$ cat config.mk
export PLATFORM = sky130hd
export DESIGN_NAME = insn_prefix_scanner
export DESIGN_NICKNAME = d
export VERILOG_FILES = /design/src/rtl/ips_pkg.sv /design/src/rtl/ips_classify.sv /design/src/rtl/ips_prefix_acc.sv /design/src/rtl/insn_prefix_scanner.sv
export SDC_FILE = /design/constraint.sdc
export NUM_CORES = 1
export LEC_CHECK = 0
export BUFFER_PORTS_ARGS = -buffer_cell sky130_fd_sc_hd__buf_4
export CAP_MARGIN = 20
export CORE_AREA = 5 5 77 79
export CTS_BUF_LIST = sky130_fd_sc_hd__clkbuf_16
export CTS_CLUSTER_SIZE = 12
export DETAILED_ROUTE_END_ITERATION = 8
export DIE_AREA = 0 0 82 84
export PLACE_DENSITY = 0.78
export SLEW_MARGIN = 5
export SYNTH_ARGS = -nofsm -noshare
export SYNTH_HDL_FRONTEND = slang
export SYNTH_SLANG_ARGS = --single-unit
$ cat constraint.sdc
create_clock -name clk -period 6 [get_ports clk]
set_input_delay 1.2 -clock clk [delete_from_list [all_inputs] [get_ports clk]]
set_output_delay 1.2 -clock clk [all_outputs]
set_load 0.005 [all_outputs]
$ cat src/rtl/ips_pkg.sv
package ips_pkg;
  typedef enum logic [1:0] {
    MODE_REAL16 = 2'd0,
    MODE_PROT   = 2'd1,
    MODE_LONG   = 2'd2,
    MODE_RSVD   = 2'd3
  } cpu_mode_e;

  typedef enum logic [1:0] {
    MAP_ONE  = 2'd0,
    MAP_0F   = 2'd1,
    MAP_0F38 = 2'd2,
    MAP_0F3A = 2'd3
  } opmap_e;

  localparam logic [1:0] MP_NONE = 2'd0;
  localparam logic [1:0] MP_66   = 2'd1;
  localparam logic [1:0] MP_F3   = 2'd2;
  localparam logic [1:0] MP_F2   = 2'd3;

  // segment override byte -> code, 0 when not a segment override
  function automatic logic [2:0] seg_of(input logic [7:0] b);
    case (b)
      8'h26:   seg_of = 3'd1;
      8'h2E:   seg_of = 3'd2;
      8'h36:   seg_of = 3'd3;
      8'h3E:   seg_of = 3'd4;
      8'h64:   seg_of = 3'd5;
      8'h65:   seg_of = 3'd6;
      default: seg_of = 3'd0;
    endcase
  endfunction

  // repeat prefix outranks operand-size when choosing the mandatory prefix
  function automatic logic [1:0] eff_mand(input logic [1:0] rep, input logic opsz);
    if (rep != MP_NONE) eff_mand = rep;
    else if (opsz)      eff_mand = MP_66;
    else                eff_mand = MP_NONE;
  endfunction

  // vector map select field -> {bad, map}
  function automatic logic [2:0] vex_map(input logic [4:0] m);
    case (m)
      5'd1:    vex_map = {1'b0, MAP_0F};
      5'd2:    vex_map = {1'b0, MAP_0F38};
      5'd3:    vex_map = {1'b0, MAP_0F3A};
      default: vex_map = {1'b1, MAP_ONE};
    endcase
  endfunction
endpackage

$ cat src/rtl/ips_classify.sv
module ips_classify
  import ips_pkg::*;
(
  input  logic [7:0] b_i,
  input  cpu_mode_e  mode_i,
  output logic       is_legacy,
  output logic       is_lock,
  output logic       is_f2,
  output logic       is_f3,
  output logic       is_opsz,
  output logic       is_adsz,
  output logic [2:0] seg_code,
  output logic       is_rex,
  output logic       is_escape,
  output logic       is_vex_lead
);
  always_comb begin
    is_lock     = (b_i == 8'hF0);
    is_f2       = (b_i == 8'hF2);
    is_f3       = (b_i == 8'hF3);
    is_opsz     = (b_i == 8'h66);
    is_adsz     = (b_i == 8'h67);
    seg_code    = seg_of(b_i);
    is_legacy   = is_lock | is_f2 | is_f3 | is_opsz | is_adsz | (seg_code != 3'd0);
    is_rex      = (mode_i == MODE_LONG) && (b_i[7:4] == 4'h4);
    is_escape   = (b_i == 8'h0F);
    is_vex_lead = (b_i[7:1] == 7'b1100_010);
  end
endmodule

$ cat src/rtl/ips_prefix_acc.sv
module ips_prefix_acc
  import ips_pkg::*;
(
  input  logic       clk,
  input  logic       rst_n,
  input  logic       clr,
  input  logic       take_legacy,
  input  logic       take_rex,
  input  logic       is_lock,
  input  logic       is_f2,
  input  logic       is_f3,
  input  logic       is_opsz,
  input  logic       is_adsz,
  input  logic [2:0] seg_code,
  input  logic [3:0] rex_bits,
  output logic       lock,
  output logic       opsz,
  output logic       adsz,
  output logic [2:0] seg,
  output logic [1:0] rep,
  output logic       rex_v,
  output logic [3:0] rex
);
  always_ff @(posedge clk or negedge rst_n) begin
    if (!rst_n) begin
      lock <= 1'b0; opsz <= 1'b0; adsz <= 1'b0;
      seg <= 3'd0; rep <= MP_NONE; rex_v <= 1'b0; rex <= 4'd0;
    end else if (clr) begin
      lock <= 1'b0; opsz <= 1'b0; adsz <= 1'b0;
      seg <= 3'd0; rep <= MP_NONE; rex_v <= 1'b0; rex <= 4'd0;
    end else if (take_legacy) begin
      if (is_lock) lock <= 1'b1;
      if (is_opsz) opsz <= 1'b1;
      if (is_adsz) adsz <= 1'b1;
      if (seg_code != 3'd0) seg <= seg_code;
      if (is_f2) rep <= MP_F2;
      else if (is_f3) rep <= MP_F3;
      rex_v <= 1'b0;
    end else if (take_rex) begin
      rex_v <= 1'b1;
      rex   <= rex_bits;
    end
  end


  rex_drop_chk: assert property (@(posedge clk) disable iff (!rst_n)
    take_legacy |=> !rex_v);


  rep_code_chk: assert property (@(posedge clk) disable iff (!rst_n)
    rep != MP_66);
endmodule

$ cat src/rtl/insn_prefix_scanner.sv
module insn_prefix_scanner
  import ips_pkg::*;
#(
  parameter int MAX_LEN = 15
) (
  input  logic       clk,
  input  logic       rst_n,
  input  logic [1:0] mode_i,
  input  logic       in_valid,
  input  logic [7:0] in_byte,
  output logic       in_ready,
  output logic       out_valid,
  input  logic       out_ready,
  output logic [7:0] out_opcode,
  output logic [1:0] out_map,
  output logic [1:0] out_mand,
  output logic       out_vex,
  output logic       out_err,
  output logic       out_lock,
  output logic       out_opsz,
  output logic       out_adsz,
  output logic [2:0] out_seg,
  output logic [1:0] out_rep,
  output logic       out_rex_v,
  output logic [3:0] out_rex
);
  localparam int CNT_W = $clog2(MAX_LEN + 1);
  localparam logic [CNT_W-1:0] LAST_IDX = CNT_W'(MAX_LEN - 1);

  typedef enum logic [2:0] {
    S_PFX, S_ESC, S_ESC3, S_PEEK, S_VEX1, S_VEX2, S_VOP, S_EMIT
  } st_e;

  st_e             state, state_n;
  cpu_mode_e       mode;
  logic [CNT_W-1:0] cnt;
  logic [7:0]      lead_r, lead_n;
  opmap_e          map_r, map_n, d_map;
  logic [1:0]      mand_r, mand_n;
  logic            bad_r, bad_n, d_vex, d_bad;
  logic            hs, vex_ok;
  logic            ev_done, ev_les, ev_overrun, ev_emit, ev_prefix, ev_rex;
  logic [2:0]      vm;

  logic c_legacy, c_lock, c_f2, c_f3, c_opsz, c_adsz, c_rex, c_esc, c_vlead;
  logic [2:0] c_seg;
  logic a_lock, a_opsz, a_adsz, a_rex_v;
  logic [2:0] a_seg;
  logic [1:0] a_rep;
  logic [3:0] a_rex;

  assign mode = cpu_mode_e'(mode_i);

  ips_classify u_cls (
    .b_i(in_byte), .mode_i(mode),
    .is_legacy(c_legacy), .is_lock(c_lock), .is_f2(c_f2), .is_f3(c_f3),
    .is_opsz(c_opsz), .is_adsz(c_adsz), .seg_code(c_seg),
    .is_rex(c_rex), .is_escape(c_esc), .is_vex_lead(c_vlead)
  );

  ips_prefix_acc u_acc (
    .clk(clk), .rst_n(rst_n), .clr(ev_emit),
    .take_legacy(ev_prefix), .take_rex(ev_rex),
    .is_lock(c_lock), .is_f2(c_f2), .is_f3(c_f3), .is_opsz(c_opsz),
    .is_adsz(c_adsz), .seg_code(c_seg), .rex_bits(in_byte[3:0]),
    .lock(a_lock), .opsz(a_opsz), .adsz(a_adsz), .seg(a_seg),
    .rep(a_rep), .rex_v(a_rex_v), .rex(a_rex)
  );

  assign vex_ok    = (in_byte[7:6] == 2'b11);
  assign in_ready  = (state != S_EMIT) && !((state == S_PEEK) && !vex_ok);
  assign hs        = in_valid && in_ready;
  assign out_valid = (state == S_EMIT);
  assign vm        = vex_map(in_byte[4:0]);

  always_comb begin
    state_n   = state;
    lead_n    = lead_r;
    map_n     = map_r;
    mand_n    = mand_r;
    bad_n     = bad_r;
    d_map     = MAP_ONE;
    d_vex     = 1'b0;
    d_bad     = 1'b0;
    ev_done   = 1'b0;
    ev_prefix = 1'b0;
    ev_rex    = 1'b0;
    case (state)
      S_PFX: if (hs) begin
        if (c_legacy)      ev_prefix = 1'b1;
        else if (c_rex)    ev_rex = 1'b1;
        else if (c_esc)    state_n = S_ESC;
        else if (c_vlead && mode != MODE_REAL16) begin
          lead_n  = in_byte;
          state_n = (mode == MODE_LONG) ? S_VEX1 : S_PEEK;
        end else begin
          ev_done = 1'b1;
          d_map   = MAP_ONE;
        end
      end
      S_ESC: if (hs) begin
        if (in_byte == 8'h38) begin
          map_n = MAP_0F38; state_n = S_ESC3;
        end else if (in_byte == 8'h3A) begin
          map_n = MAP_0F3A; state_n = S_ESC3;
        end else begin
          ev_done = 1'b1; d_map = MAP_0F;
        end
      end
      S_ESC3: if (hs) begin
        ev_done = 1'b1; d_map = map_r;
      end
      S_PEEK, S_VEX1: if (hs) begin
        if (lead_r[0]) begin
          mand_n  = in_byte[1:0];
          map_n   = MAP_0F;
          state_n = S_VOP;
        end else begin
          bad_n   = vm[2];
          map_n   = opmap_e'(vm[1:0]);
          state_n = S_VEX2;
        end
      end
      S_VEX2: if (hs) begin
        mand_n  = in_byte[1:0];
        state_n = S_VOP;
      end
      S_VOP: if (hs) begin
        ev_done = 1'b1; d_map = map_r; d_vex = 1'b1; d_bad = bad_r;
      end
      S_EMIT: if (out_ready) state_n = S_PFX;
      default: state_n = S_PFX;
    endcase
    ev_les     = (state == S_PEEK) && in_valid && !vex_ok;
    ev_overrun = hs && !ev_done && (cnt == LAST_IDX);
    ev_emit    = ev_done || ev_les || ev_overrun;
    if (ev_emit) begin
      state_n = S_EMIT;
      map_n   = MAP_ONE;
      mand_n  = MP_NONE;
      bad_n   = 1'b0;
    end
  end

  always_ff @(posedge clk or negedge rst_n) begin
    if (!rst_n) begin
      state  <= S_PFX;
      cnt    <= '0;
      lead_r <= 8'h00;
      map_r  <= MAP_ONE;
      mand_r <= MP_NONE;
      bad_r  <= 1'b0;
    end else begin
      state  <= state_n;
      lead_r <= lead_n;
      map_r  <= map_n;
      mand_r <= mand_n;
      bad_r  <= bad_n;
      if (ev_emit)  cnt <= '0;
      else if (hs)  cnt <= cnt + 1'b1;
    end
  end

  always_ff @(posedge clk or negedge rst_n) begin
    if (!rst_n) begin
      out_opcode <= 8'h00; out_map <= MAP_ONE; out_mand <= MP_NONE;
      out_vex <= 1'b0; out_err <= 1'b0; out_lock <= 1'b0;
      out_opsz <= 1'b0; out_adsz <= 1'b0; out_seg <= 3'd0;
      out_rep <= MP_NONE; out_rex_v <= 1'b0; out_rex <= 4'd0;
    end else if (ev_emit) begin
      out_opcode <= ev_overrun ? 8'h00 : (ev_les ? lead_r : in_byte);
      out_map    <= (ev_overrun || ev_les) ? MAP_ONE : d_map;
      out_vex    <= d_vex && !ev_overrun;
      out_err    <= ev_overrun || d_bad;
      out_mand   <= (d_vex && !ev_overrun) ? mand_r : eff_mand(a_rep, a_opsz);
      out_lock   <= a_lock;
      out_opsz   <= a_opsz;
      out_adsz   <= a_adsz;
      out_seg    <= a_seg;
      out_rep    <= a_rep;
      out_rex_v  <= a_rex_v;
      out_rex    <= a_rex;
    end
  end


  rec_hold_chk: assert property (@(posedge clk) disable iff (!rst_n)
    out_valid && !out_ready |=> out_valid && $stable(out_opcode) && $stable(out_map) && $stable(out_mand));


  no_take_pending_chk: assert property (@(posedge clk) disable iff (!rst_n)
    out_valid |-> !in_ready);


  len_bound_chk: assert property (@(posedge clk) disable iff (!rst_n)
    cnt <= LAST_IDX);


  vex_map_chk: assert property (@(posedge clk) disable iff (!rst_n)
    out_valid && out_vex && !out_err |-> out_map != MAP_ONE);


  rex_mode_chk: assert property (@(posedge clk) disable iff (!rst_n)
    ev_rex |-> mode == MODE_LONG);


  mand_rep_chk: assert property (@(posedge clk) disable iff (!rst_n)
    out_valid && !out_vex && out_rep != MP_NONE |-> out_mand == out_rep);


  les_mode_chk: assert property (@(posedge clk) disable iff (!rst_n)
    ev_les |-> !in_ready && mode != MODE_LONG && mode != MODE_REAL16);
endmodule

==> summary.txt <==
Die height = 84 um
Cell count after placement = 377
DR pass1 iterations = 4
Sw frac = 32.5%
Vias in the first global route = 2307
Clock share of power = 30.9%
Max Clk Rate = 0.242 GHz
Pint = 945 uW
Total CTS buffers = 9
Post-synthesis cell count = 280
Clock Skew = 0.00426 ns
Setup Buffers After CTS = 0
P_sw = 455 uW
Hold buffers post-CTS = 0
Largest net degree at the start of global routing = 61
Overflow after GRT = 0
CP Launch Point = in_byte[3]
HP Class = flop to flop
Io pins = 43
Slew margin rel. = 22.9%
Crit-path slowest cell = nor2_1
Ant. Diodes = 0
Die W = 82 um
Post-DP HPWL = 4780 um
Part of the power in registers = 39.1%
Area grow syn2layout = 19.1%
Pwr/cell area = 400 nW/um^2
DRT iter0 DRCs = 238
Number of synthesized flops with an enable pin = 0
Clk sinks = 60
DR vias = 2313
Die area = 6890 sq um
WL per Instance = 17.7 um
Syn_nets = 296
Hold Path Origin = lead_r[2]
CTS resizes = 0
Slowest stage delay, CP = 0.94 ns
Fin nets = 332
Max cap viols = 0
Number of remaining DRC errors = 0
Initial antenna violation count = 0
Worst path cell trace = buf_4 > or4b_1 > or4_4 > and3_1 > a41o_1 > nor2_1 > mux2_2
Post-route insts no fill = 392
Layout cells sized above 1 = 23.8%
I/O Buffers = 42
Ys flop type = dfrtp_1
Maximum root-to-sink buffer count = 2
Fin. Hold Viols = 0
All-Layer GR Usage = 22.8%
Setup CP Type = primary input to flop
Combinational share of power = 29.9%
Core area = 5270 sq um
Synth unique cells = 52
Final setup TNS = 0 ns
DRT Wirelength = 6950 um
Final setup violation count = 0
CP delay by family, top = simple AND/OR/NAND/NOR gates
Mapped Area = 2940 sq um
RSZ-0062 raised after global routing = false
Avg Cell Area, Syn = 10.5 sq um
Commonest cells after routing, fill and taps aside = dfrtp_1, buf_4, nor2_1
Slew Limit Fails = 0
Sequential fraction of the synthesis area = 51.1%
Overall power = 1.40 mW
CP arrival = 4.33 ns
Sum of buffers and inverters on the critical path = 1
Startpoint types = primary input
Rows = 27
Status = finished clean
Critical path endpoint category = flop
Minimum clock period = 4.12 ns
GPL Wtd Cong = 0.909
CP required = 6.20 ns
Initial core utilization = 55.8%
Async set or reset register ratio after synthesis = 100%
Number of synthesized register bits = 60
Ys Warns = 0
Clk Latency, worst-skew pair = 0.32 ns
Critical R2R Launch = state[0]
Commonest non-fill, non-tap cell in the layout = dfrtp_1
Clock Root Buffer = clkbuf_16
Fillers = 432
Worst Tran Pin Value = 1.15 ns
CP Max Fanout = 15
LEAKAGE = 1.76 nW
Worst VDD drop = 0.000250 V
Worst-path clk slew = 0.05 ns
H-tree depth = 3
DR vias/cell = 5.90
CTS tree = yes
Final antenna-violating net count = 0
Tcrit/Tclk final = 68.7%
Global-route wire length before repair = 11900 um
-- synth_stat cells, types with 5 or more instances --
library cell  number  area, sq um
dfrtp_1           60         1500
nor2_1            35          131
nand2_1           16         60.1
a21oi_1           12         60.1
nor2b_1           11         68.8
clkbuf_1          10         37.5
o21ai_0            9         45.0
a221o_1            8         80.1
and2_1             8         50.1
mux2_2             8         90.1
and3_1             6         37.5
nor3_1             6         30.0
mux2_4             5         75.1
mux2i_1            5         50.1
nand3_1            5         25.0
or2_2              5         31.3
-- metrics by stage --
step	area [sq um]	util (%)	setup slack, ns	hold WS (ns)
6_report	3500	66.4	1.88	0.457
3_5_place_dp	3250	61.7	1.55	0.447
4_1_cts	3500	66.4	1.89	0.459
5_1_grt	3500	66.4	1.80	0.479
2_1_floorplan	2940	-	2.33	0.430
3_3_place_gp	3250	61.7	1.63	0.446
-- final timing paths --
kind | slack (ns) | cells past startpoint | to
max | 1.88 | 7 | out_opsz
min | 0.46 | 1 | lead_r[2]
max reg2reg | 2.81 | 6 | out_opsz
min reg2reg | 0.46 | 1 | lead_r[2]
max in group asynchronous | 4.57 | 1 | out_rep[1]
min in group asynchronous | 0.93 | 1 | lead_r[7]
-- sequential cells by signal, indices dropped and copies added, names as in the netlist, 2 cells and up --
| signal | cells |
|---|---|
| lead_r | 8 |
| u_acc.rex | 4 |
| out_opcode | 8 |
| out_seg | 3 |
| u_acc.seg | 3 |
| mand_r | 2 |
| u_acc.rep | 2 |
| cnt | 4 |
| out_mand | 2 |
| map_r | 2 |
| out_rex | 4 |
| out_rep | 2 |
| out_map | 2 |
| state | 3 |
-- worst reg2reg max path: cells and delay by family (launching register included) --
kind	cells	cell delay, ns
simple gates	2	1.17
compound gates	3	0.87
flops	1	0.59
mux	1	0.43
-- logic make-up (layout without fill, tap and decap cells) --
logic type      count (synthesis)  count (layout)  synth area share [%]
simple gates                  112             112                  20.3
mux                            18              18                  7.32
flops                          60              60                  51.1
fa+ha+maj                       2               2                 0.851
buf+inv                        22              62                  3.96
compound gates                 62              62                  15.3
xor+xnor                        4               4                  1.19
-- power by group through the flow --
stage | Clock [mW] | Combinational (mW) | Sequential (mW)
3_5_place_dp | 0 | 0.423 | 0.552
6_report | 0.433 | 0.419 | 0.548
5_1_grt | 0.467 | 0.464 | 0.559
2_1_floorplan | 0 | 0.308 | 0.522
3_3_place_gp | 0 | 0.409 | 0.550
4_1_cts | 0.439 | 0.423 | 0.547
-- final cells by class --
class / instances / area (sq um) / share of cell area [%]
Clock buffer: 9 / 225 / 6.43
Timing Repair Buffer: 43 / 323 / 9.22
Inverter: 4 / 15.0 / 0.429
Clock inverter: 6 / 25.0 / 0.715
Sequential cell: 60 / 1500 / 42.9
Multi-Input combinational cell: 198 / 1320 / 37.7
Tap cell: 72 / 90.1 / 2.57
-- metal layers --
| layer | GRT usage (%) | part of all wire (%) |
|---|---|---|
| met5 | 0 | 0 |
| met4 | 10.4 | 2.7 |
| met3 | 4.32 | 5.1 |
| met2 | 33.3 | 47 |
| met1 | 32.4 | 45 |
(Power assumes the default switching activity.)
